===== src/rtl/rb_pkg.sv =====
package rb_pkg;

    localparam int BYTE_W = 8;

    typedef enum logic [BYTE_W-1:0] {
        CTL_NONE  = 8'h00,
        CTL_RESUME = 8'h11,
        CTL_PAUSE  = 8'h13
    } ctl_code_e;

    typedef struct packed {
        logic req;
        ctl_code_e code;
    } ctl_msg_t;

endpackage


===== src/rtl/rb_store.sv =====
module rb_store
    import rb_pkg::*;
#(
    parameter int ADDR_W = 8
) (
    input  logic              clk,
    input  logic              rst,
    input  logic              wr_en,
    input  logic [BYTE_W-1:0] wr_data,
    input  logic              rd_en,
    output logic [BYTE_W-1:0] rd_data,
    output logic [ADDR_W-1:0] count,
    output logic              empty,
    output logic              full,
    output logic              ovf
);
    localparam int DEPTH = 1 << ADDR_W;

    logic [BYTE_W-1:0] mem [DEPTH];
    logic [ADDR_W-1:0] head_q, tail_q, cnt_q;
    logic [BYTE_W-1:0] rd_q;
    logic              ovf_q;
    logic              wr_ok, rd_ok;

    assign empty = (head_q == tail_q);
    assign full  = ((tail_q + ADDR_W'(1)) == head_q);
    assign wr_ok = wr_en && !full;
    assign rd_ok = rd_en && !empty;

    always_ff @(posedge clk) begin
        if (wr_ok) mem[tail_q] <= wr_data;
    end

    always_ff @(posedge clk) begin
        if (rst) begin
            head_q <= '0;
            tail_q <= '0;
            cnt_q  <= '0;
            rd_q   <= '0;
            ovf_q  <= 1'b0;
        end else begin
            if (wr_ok) tail_q <= tail_q + ADDR_W'(1);
            if (rd_ok) begin
                head_q <= head_q + ADDR_W'(1);
                rd_q   <= mem[head_q];
            end
            if (wr_ok && !rd_ok)      cnt_q <= cnt_q + ADDR_W'(1);
            else if (rd_ok && !wr_ok) cnt_q <= cnt_q - ADDR_W'(1);
            if (wr_en && full) ovf_q <= 1'b1;
        end
    end

    assign rd_data = rd_q;
    assign count   = cnt_q;
    assign ovf     = ovf_q;

    // the occupancy moves by at most one per cycle
    assert_count_step_R3: assert property (@(posedge clk) disable iff (rst)
        1'b1 |=> (count == $past(count)) || (count == $past(count) + ADDR_W'(1))
                 || (count == $past(count) - ADDR_W'(1)));

    // the two flags never agree on a non-degenerate store
    assert_flags_excl_R4: assert property (@(posedge clk) disable iff (rst)
        !(empty && full));

    // a write into a full store with no read leaves the level at the top
    assert_full_write_dropped_R5: assert property (@(posedge clk) disable iff (rst)
        (wr_en && full && !rd_en) |=> full && (count == $past(count)));

    // the overflow flag is sticky
    assert_overflow_sticky_R5: assert property (@(posedge clk) disable iff (rst)
        ovf |=> ovf);

    // a read from an empty store keeps the output byte
    assert_empty_read_R6: assert property (@(posedge clk) disable iff (rst)
        (rd_en && empty) |=> rd_data == $past(rd_data));

endmodule


===== src/rtl/rb_flow.sv =====
module rb_flow
    import rb_pkg::*;
#(
    parameter int ADDR_W = 8
) (
    input  logic              clk,
    input  logic              rst,
    input  logic [ADDR_W-1:0] level,
    input  logic [ADDR_W-1:0] hi_mark,
    input  logic [ADDR_W-1:0] lo_mark,
    output ctl_msg_t          msg
);
    logic     paused_q;
    ctl_msg_t msg_q;

    always_ff @(posedge clk) begin
        if (rst) begin
            paused_q     <= 1'b0;
            msg_q.req    <= 1'b0;
            msg_q.code   <= CTL_NONE;
        end else begin
            msg_q.req <= 1'b0;
            if (!paused_q && level >= hi_mark) begin
                paused_q   <= 1'b1;
                msg_q.req  <= 1'b1;
                msg_q.code <= CTL_PAUSE;
            end else if (paused_q && level <= lo_mark) begin
                paused_q   <= 1'b0;
                msg_q.req  <= 1'b1;
                msg_q.code <= CTL_RESUME;
            end
        end
    end

    assign msg = msg_q;

    // a request lasts a single cycle
    assert_req_pulse_R9: assert property (@(posedge clk) disable iff (rst)
        msg.req |=> !msg.req);

    // a pause request always follows a level at or above the upper mark
    assert_pause_cause_R7: assert property (@(posedge clk) disable iff (rst)
        (msg.req && msg.code == CTL_PAUSE) |-> $past(level) >= $past(hi_mark));

    // a resume request always follows a level at or below the lower mark
    assert_resume_cause_R8: assert property (@(posedge clk) disable iff (rst)
        (msg.req && msg.code == CTL_RESUME) |-> $past(level) <= $past(lo_mark));

    // the code is held while no request is raised
    assert_code_hold_R9: assert property (@(posedge clk) disable iff (rst)
        !msg.req |-> $stable(msg.code) || $past(rst));

endmodule


===== src/rtl/rb_xonxoff_fifo.sv =====
module rb_xonxoff_fifo
    import rb_pkg::*;
#(
    parameter int ADDR_W = 8
) (
    input  logic              clk,
    input  logic              rst,
    input  logic              wr_en_i,
    input  logic [7:0]        wr_data_i,
    input  logic              rd_en_i,
    output logic [7:0]        rd_data_o,
    output logic [ADDR_W-1:0] count_o,
    output logic              empty_o,
    output logic              full_o,
    output logic              ovf_o,
    input  logic [ADDR_W-1:0] hi_mark_i,
    input  logic [ADDR_W-1:0] lo_mark_i,
    output logic              ctl_req_o,
    output logic [7:0]        ctl_byte_o
);
    ctl_msg_t msg;

    rb_store #(.ADDR_W(ADDR_W)) u_store (
        .clk     (clk),
        .rst     (rst),
        .wr_en   (wr_en_i),
        .wr_data (wr_data_i),
        .rd_en   (rd_en_i),
        .rd_data (rd_data_o),
        .count   (count_o),
        .empty   (empty_o),
        .full    (full_o),
        .ovf     (ovf_o)
    );

    rb_flow #(.ADDR_W(ADDR_W)) u_flow (
        .clk     (clk),
        .rst     (rst),
        .level   (count_o),
        .hi_mark (hi_mark_i),
        .lo_mark (lo_mark_i),
        .msg     (msg)
    );

    assign ctl_req_o  = msg.req;
    assign ctl_byte_o = msg.code;

endmodule


===== config.mk =====
export PLATFORM = sky130hd
export DESIGN_NAME = rb_xonxoff_fifo
export DESIGN_NICKNAME = d
export VERILOG_FILES = /design/src/rtl/rb_pkg.sv /design/src/rtl/rb_store.sv /design/src/rtl/rb_flow.sv /design/src/rtl/rb_xonxoff_fifo.sv
export SDC_FILE = /design/constraint.sdc
export NUM_CORES = 2
export LEC_CHECK = 0
export ABC_AREA = 1
export BUFFER_PORTS_ARGS = -buffer_cell sky130_fd_sc_hd__buf_4
export CAP_MARGIN = 30
export CELL_PAD_IN_SITES_DETAIL_PLACEMENT = 1
export CELL_PAD_IN_SITES_GLOBAL_PLACEMENT = 2
export CORE_UTILIZATION = 41
export CTS_BUF_LIST = sky130_fd_sc_hd__clkbuf_8
export CTS_CLUSTER_SIZE = 12
export DETAILED_ROUTE_END_ITERATION = 8
export GPL_ROUTABILITY_DRIVEN = 0
export HOLD_SLACK_MARGIN = 0.05
export PLACE_DENSITY_LB_ADDON = 0.1
export SYNTH_ARGS = -nofsm -noshare
export SYNTH_HDL_FRONTEND = slang
export SYNTH_SLANG_ARGS = --single-unit

===== constraint.sdc =====
create_clock -name clk -period 3.7 [get_ports clk]
set_input_delay 0.37 -clock clk [delete_from_list [all_inputs] [get_ports clk]]
set_output_delay 0.37 -clock clk [all_outputs]
set_load 0.02 [all_outputs]

==> impl_metrics.yaml <==
finish:
  areaGrowthSynthToFinish_pct: 13.1
  final_layout_size_suffix_gt1_frac: 0.0944
  multi_input_comb_area_um2: 21000
  layout.nets: 7745
  layout.filler_cells: 21894
  layout.cell_area.non_filler_um2: 96400
  seq_area_um2: 62200
worst_setup_path:
  worstPathArrival_ns: 4.20
  cp_cell_sequence: "ha_2 > nand2_1 > inv_2 > nor2_1 > xor2_1 > nor4_2 > buf_4 > nand3_1 > nor2_4 > nor2_4 > buf_4 > nand4_1 > buf_4 > nor2_1"
  worst_path_largest_cell_delay_ns: 0.63
  crit_path_frequent_cell: "buf_4"
  setup.worst_path.end_class: "flip-flop"
  cp_max_fo: 25
  setup.worst_path.class: "reg -> reg"
  critical_path.startpoint_type: "flip-flop"
  required_ns: 4.39
  slowest_stage: "nor2_1"
placement:
  dp_hpwl_mm: 161
  dpl_cell_area_um2: 89600
  port-buffer-count: 50
  place_worst_setup_slack_ns: 0.133
cts:
  clock_tree.buffer_depth: 4
  tritoncts: "yes"
  clockRootBuffer: "clkbuf_8"
  cts_htree_levels: 5
  clock-sinks: 2084
  clk_pin_slew_worst_paths_ns: 0.06
  clk_latency_ns: 1.08
  tritoncts.num_buffers: 368
run_status:
  run_status: "complete, no violations"
floorplan:
  initial_cell_density_of_the_core: 0.412
  floorplan.rows: 167
  die_x_um: 458
  floorplan.die_area_um2: 210000
  die_h_um: 458
  design.core.area_um2: 207000
  pin_count: 56
yosys:
  yosys.cell_types.count: 36
  postSynthAreaPerCell_um2: 11.4
  synthesis.area_um2: 85300
  synth.yosys.seq_area_share: 0.730
  post_synth_main_area_contributors: "edfxtp_1 72%, nand2_1 13%, nand3_1 7.4%"
  post_synth_inst_count: 7500
  yosys_warnings: 0
  post-synth-top-area-cell: "edfxtp_1"
  synth_seq_cells: 2084
  post-synth-top-area-fraction: 0.721
global_routing:
  globalRouteTotalUtil: 0.259
  grt_remaining_overflow: 0
  number_of_global_route_vias_before_repair: 59692
  antenna_found_initial: 11
  grt_first_pass_wirelength_mm: 401
  pin_count_of_the_biggest_net_entering_global_routing: 174
route:
  post-route-drc-count: 0
  drtAntennaViolNets: 0
  drtIter0Drc: 4707
  wl_mm: 272
  wl_per_cell_um: 25.6
  count_of_tritonroute_iterations_in_the_first_routing_pass: 7
  drt-vias-per-instance: 5.40
  dr_total_vias: 57540
timing:
  rsz0062_at_grt: "no"
  final_period_minus_worst_setup_slack_ns: 3.52
  final-setup-viol-count: 0
  fmax_ghz: 0.284
  pin_slew_with_the_least_headroom_to_its_limit_ns: 1.17
  fin_hold_ws_ns: 0.305
  worst_slew_margin_rel: 0.218
  finalWorstSetupSlack_ns: 0.185
  clock-skew-final_ns: 0.0630
  fin_setup_tns_ns: 0
  tcrit_tclk_final: 0.950
  finalHoldViolations: 0
  count_of_final_max_slew_check_failures: 0
flow_run:
  maxCapViolCount: 0
power:
  power_leakage_nw: 35.4
  power_density_over_the_cells_nw_per_um2: 562
  vdd_drop_max_uv: 340
  design_power_total_mw: 54.2
min_path:
  min_path_type: "in -> reg"
## metal layers
layer	up-vias	routed length, um	track usage
li1	26444	-	-
met3	366	13900	0.0394
met2	1430	129000	0.418
met5	-	0	0
met4	0	6420	0.0743
met1	29300	124000	0.363
## area by class of cell
| type | count | area share |
|---|---|---|
| diodes | 3 | 0.0000779 |
| flip-flops and latches | 2084 | 0.646 |
| repair buffers | 286 | 0.0307 |
| multi-input cells | 4883 | 0.218 |
| clock inverters | 260 | 0.0146 |
| clock buffers | 374 | 0.0534 |
| well taps | 2704 | 0.0351 |
| inverters | 65 | 0.00289 |
## path summary, 6_finish.rpt
kind | slack [ns] | cells past startpoint | startpoint | end
max | 0.18 | 14 | u_store.tail_q[0] | u_store.mem[61][3]
min | 0.30 | 3 | rst | u_store.head_q[7]
max reg2reg | 0.18 | 14 | u_store.tail_q[0] | u_store.mem[61][3]
min reg2reg | 0.50 | 2 | u_flow.msg[0] | u_flow.msg[0]
## logic make-up (layout without fill, tap and decap cells)
kind of cell	Yosys count	count (layout)	synth area share
fa+ha+maj	29	29	0.00434
xor+xnor	20	20	0.00205
flops	2084	2084	0.730
simple gates	4496	4496	0.219
compound gates	333	333	0.0202
buf+inv	537	985	0.0250
other cells	1	8	0.0000440
## worst max-delay path: cells and delay by family (launching register included)
kind / cells / cell delay (ns)
and+or+nand+nor: 8 / 1.48
buffers and inverters: 4 / 0.87
DFF: 1 / 0.34
xor gates and xnor gates: 1 / 0.22
adders and majority gates: 1 / 0.20
## sequential cells by signal, indices dropped and copies added, names as in the netlist
name / cells
u_store.mem: 2048
u_store.ovf: 1
u_store.head_q: 8
u_flow.msg: 3
u_store.rd_data: 8
u_store.count: 8
u_store.tail_q: 8
## per-stage QoR
step	std cells	utilization
final	10659	0.466
after global routing	10657	0.466
after CTS	10656	0.466
after detailed placement	10003	0.433
after global placement	10003	0.433
after floorplan	7504	-
## cell usage in the layout, fill, tap and decap left out, types with 2 or more instances in the layout
cell              n
buf_12           56
o21ai_0          27
ha_1             26
inv_6             2
buf_8             8
inv_2             3
a21oi_1         282
nor2_2            8
clkinv_2         53
clkinvlp_4        5
nand2_1        2887
dlygate4sd3_1    19
a21boi_0          8
nand3_1        1257
bufinv_16        13
dfxtp_2           2
ha_2              2
nor2_1          313
dfxtp_4           4
conb_1            5
buf_4           203
edfxtp_1       2048
o21ai_1           2
nor2_4            3
a31oi_1           2
dfxtp_1          30
diode_2           3
nand4_4           7
o211ai_1         10
inv_8             4
nand3_2           2
nand4_1          12
clkinv_1         92
xor2_1           13
inv_1           153
xnor2_1           7
clkbuf_8        374
## cells in the mapped netlist (all sizes together)
cell type  number
nand2        2887
edfxtp       2048
nand3        1259
clkbuf        359
nor2          324
a21oi         282
buf           113
inv            62
dfxtp          36
o21ai          29
ha             28
nand4          19
xor2           13
o211ai         10
a21boi          8
xnor2           7
clkinv          3
nor4            3
a31oi           2
conb            1
fa              1
nand3b          1
nor3            1
nor3b           1
o311ai          1
o41ai           1
or2             1
## repair_timing
item / CTS / global route
hold endpoints to repair: 908 / 0
gates resized for setup: 0 / 11
setup endpoints to repair: 0 / 543
buffers inserted: 0 / 0
hold buffers: 19 / 0
## power breakdown
part	total (mW)	internal, mW	switching (mW)
clock	19.7	10.2	9.47
combinational	8.23	2.23	5.99
sequential	26.3	26.1	0.182
Note: power is estimated with default switching activity, not from simulation.
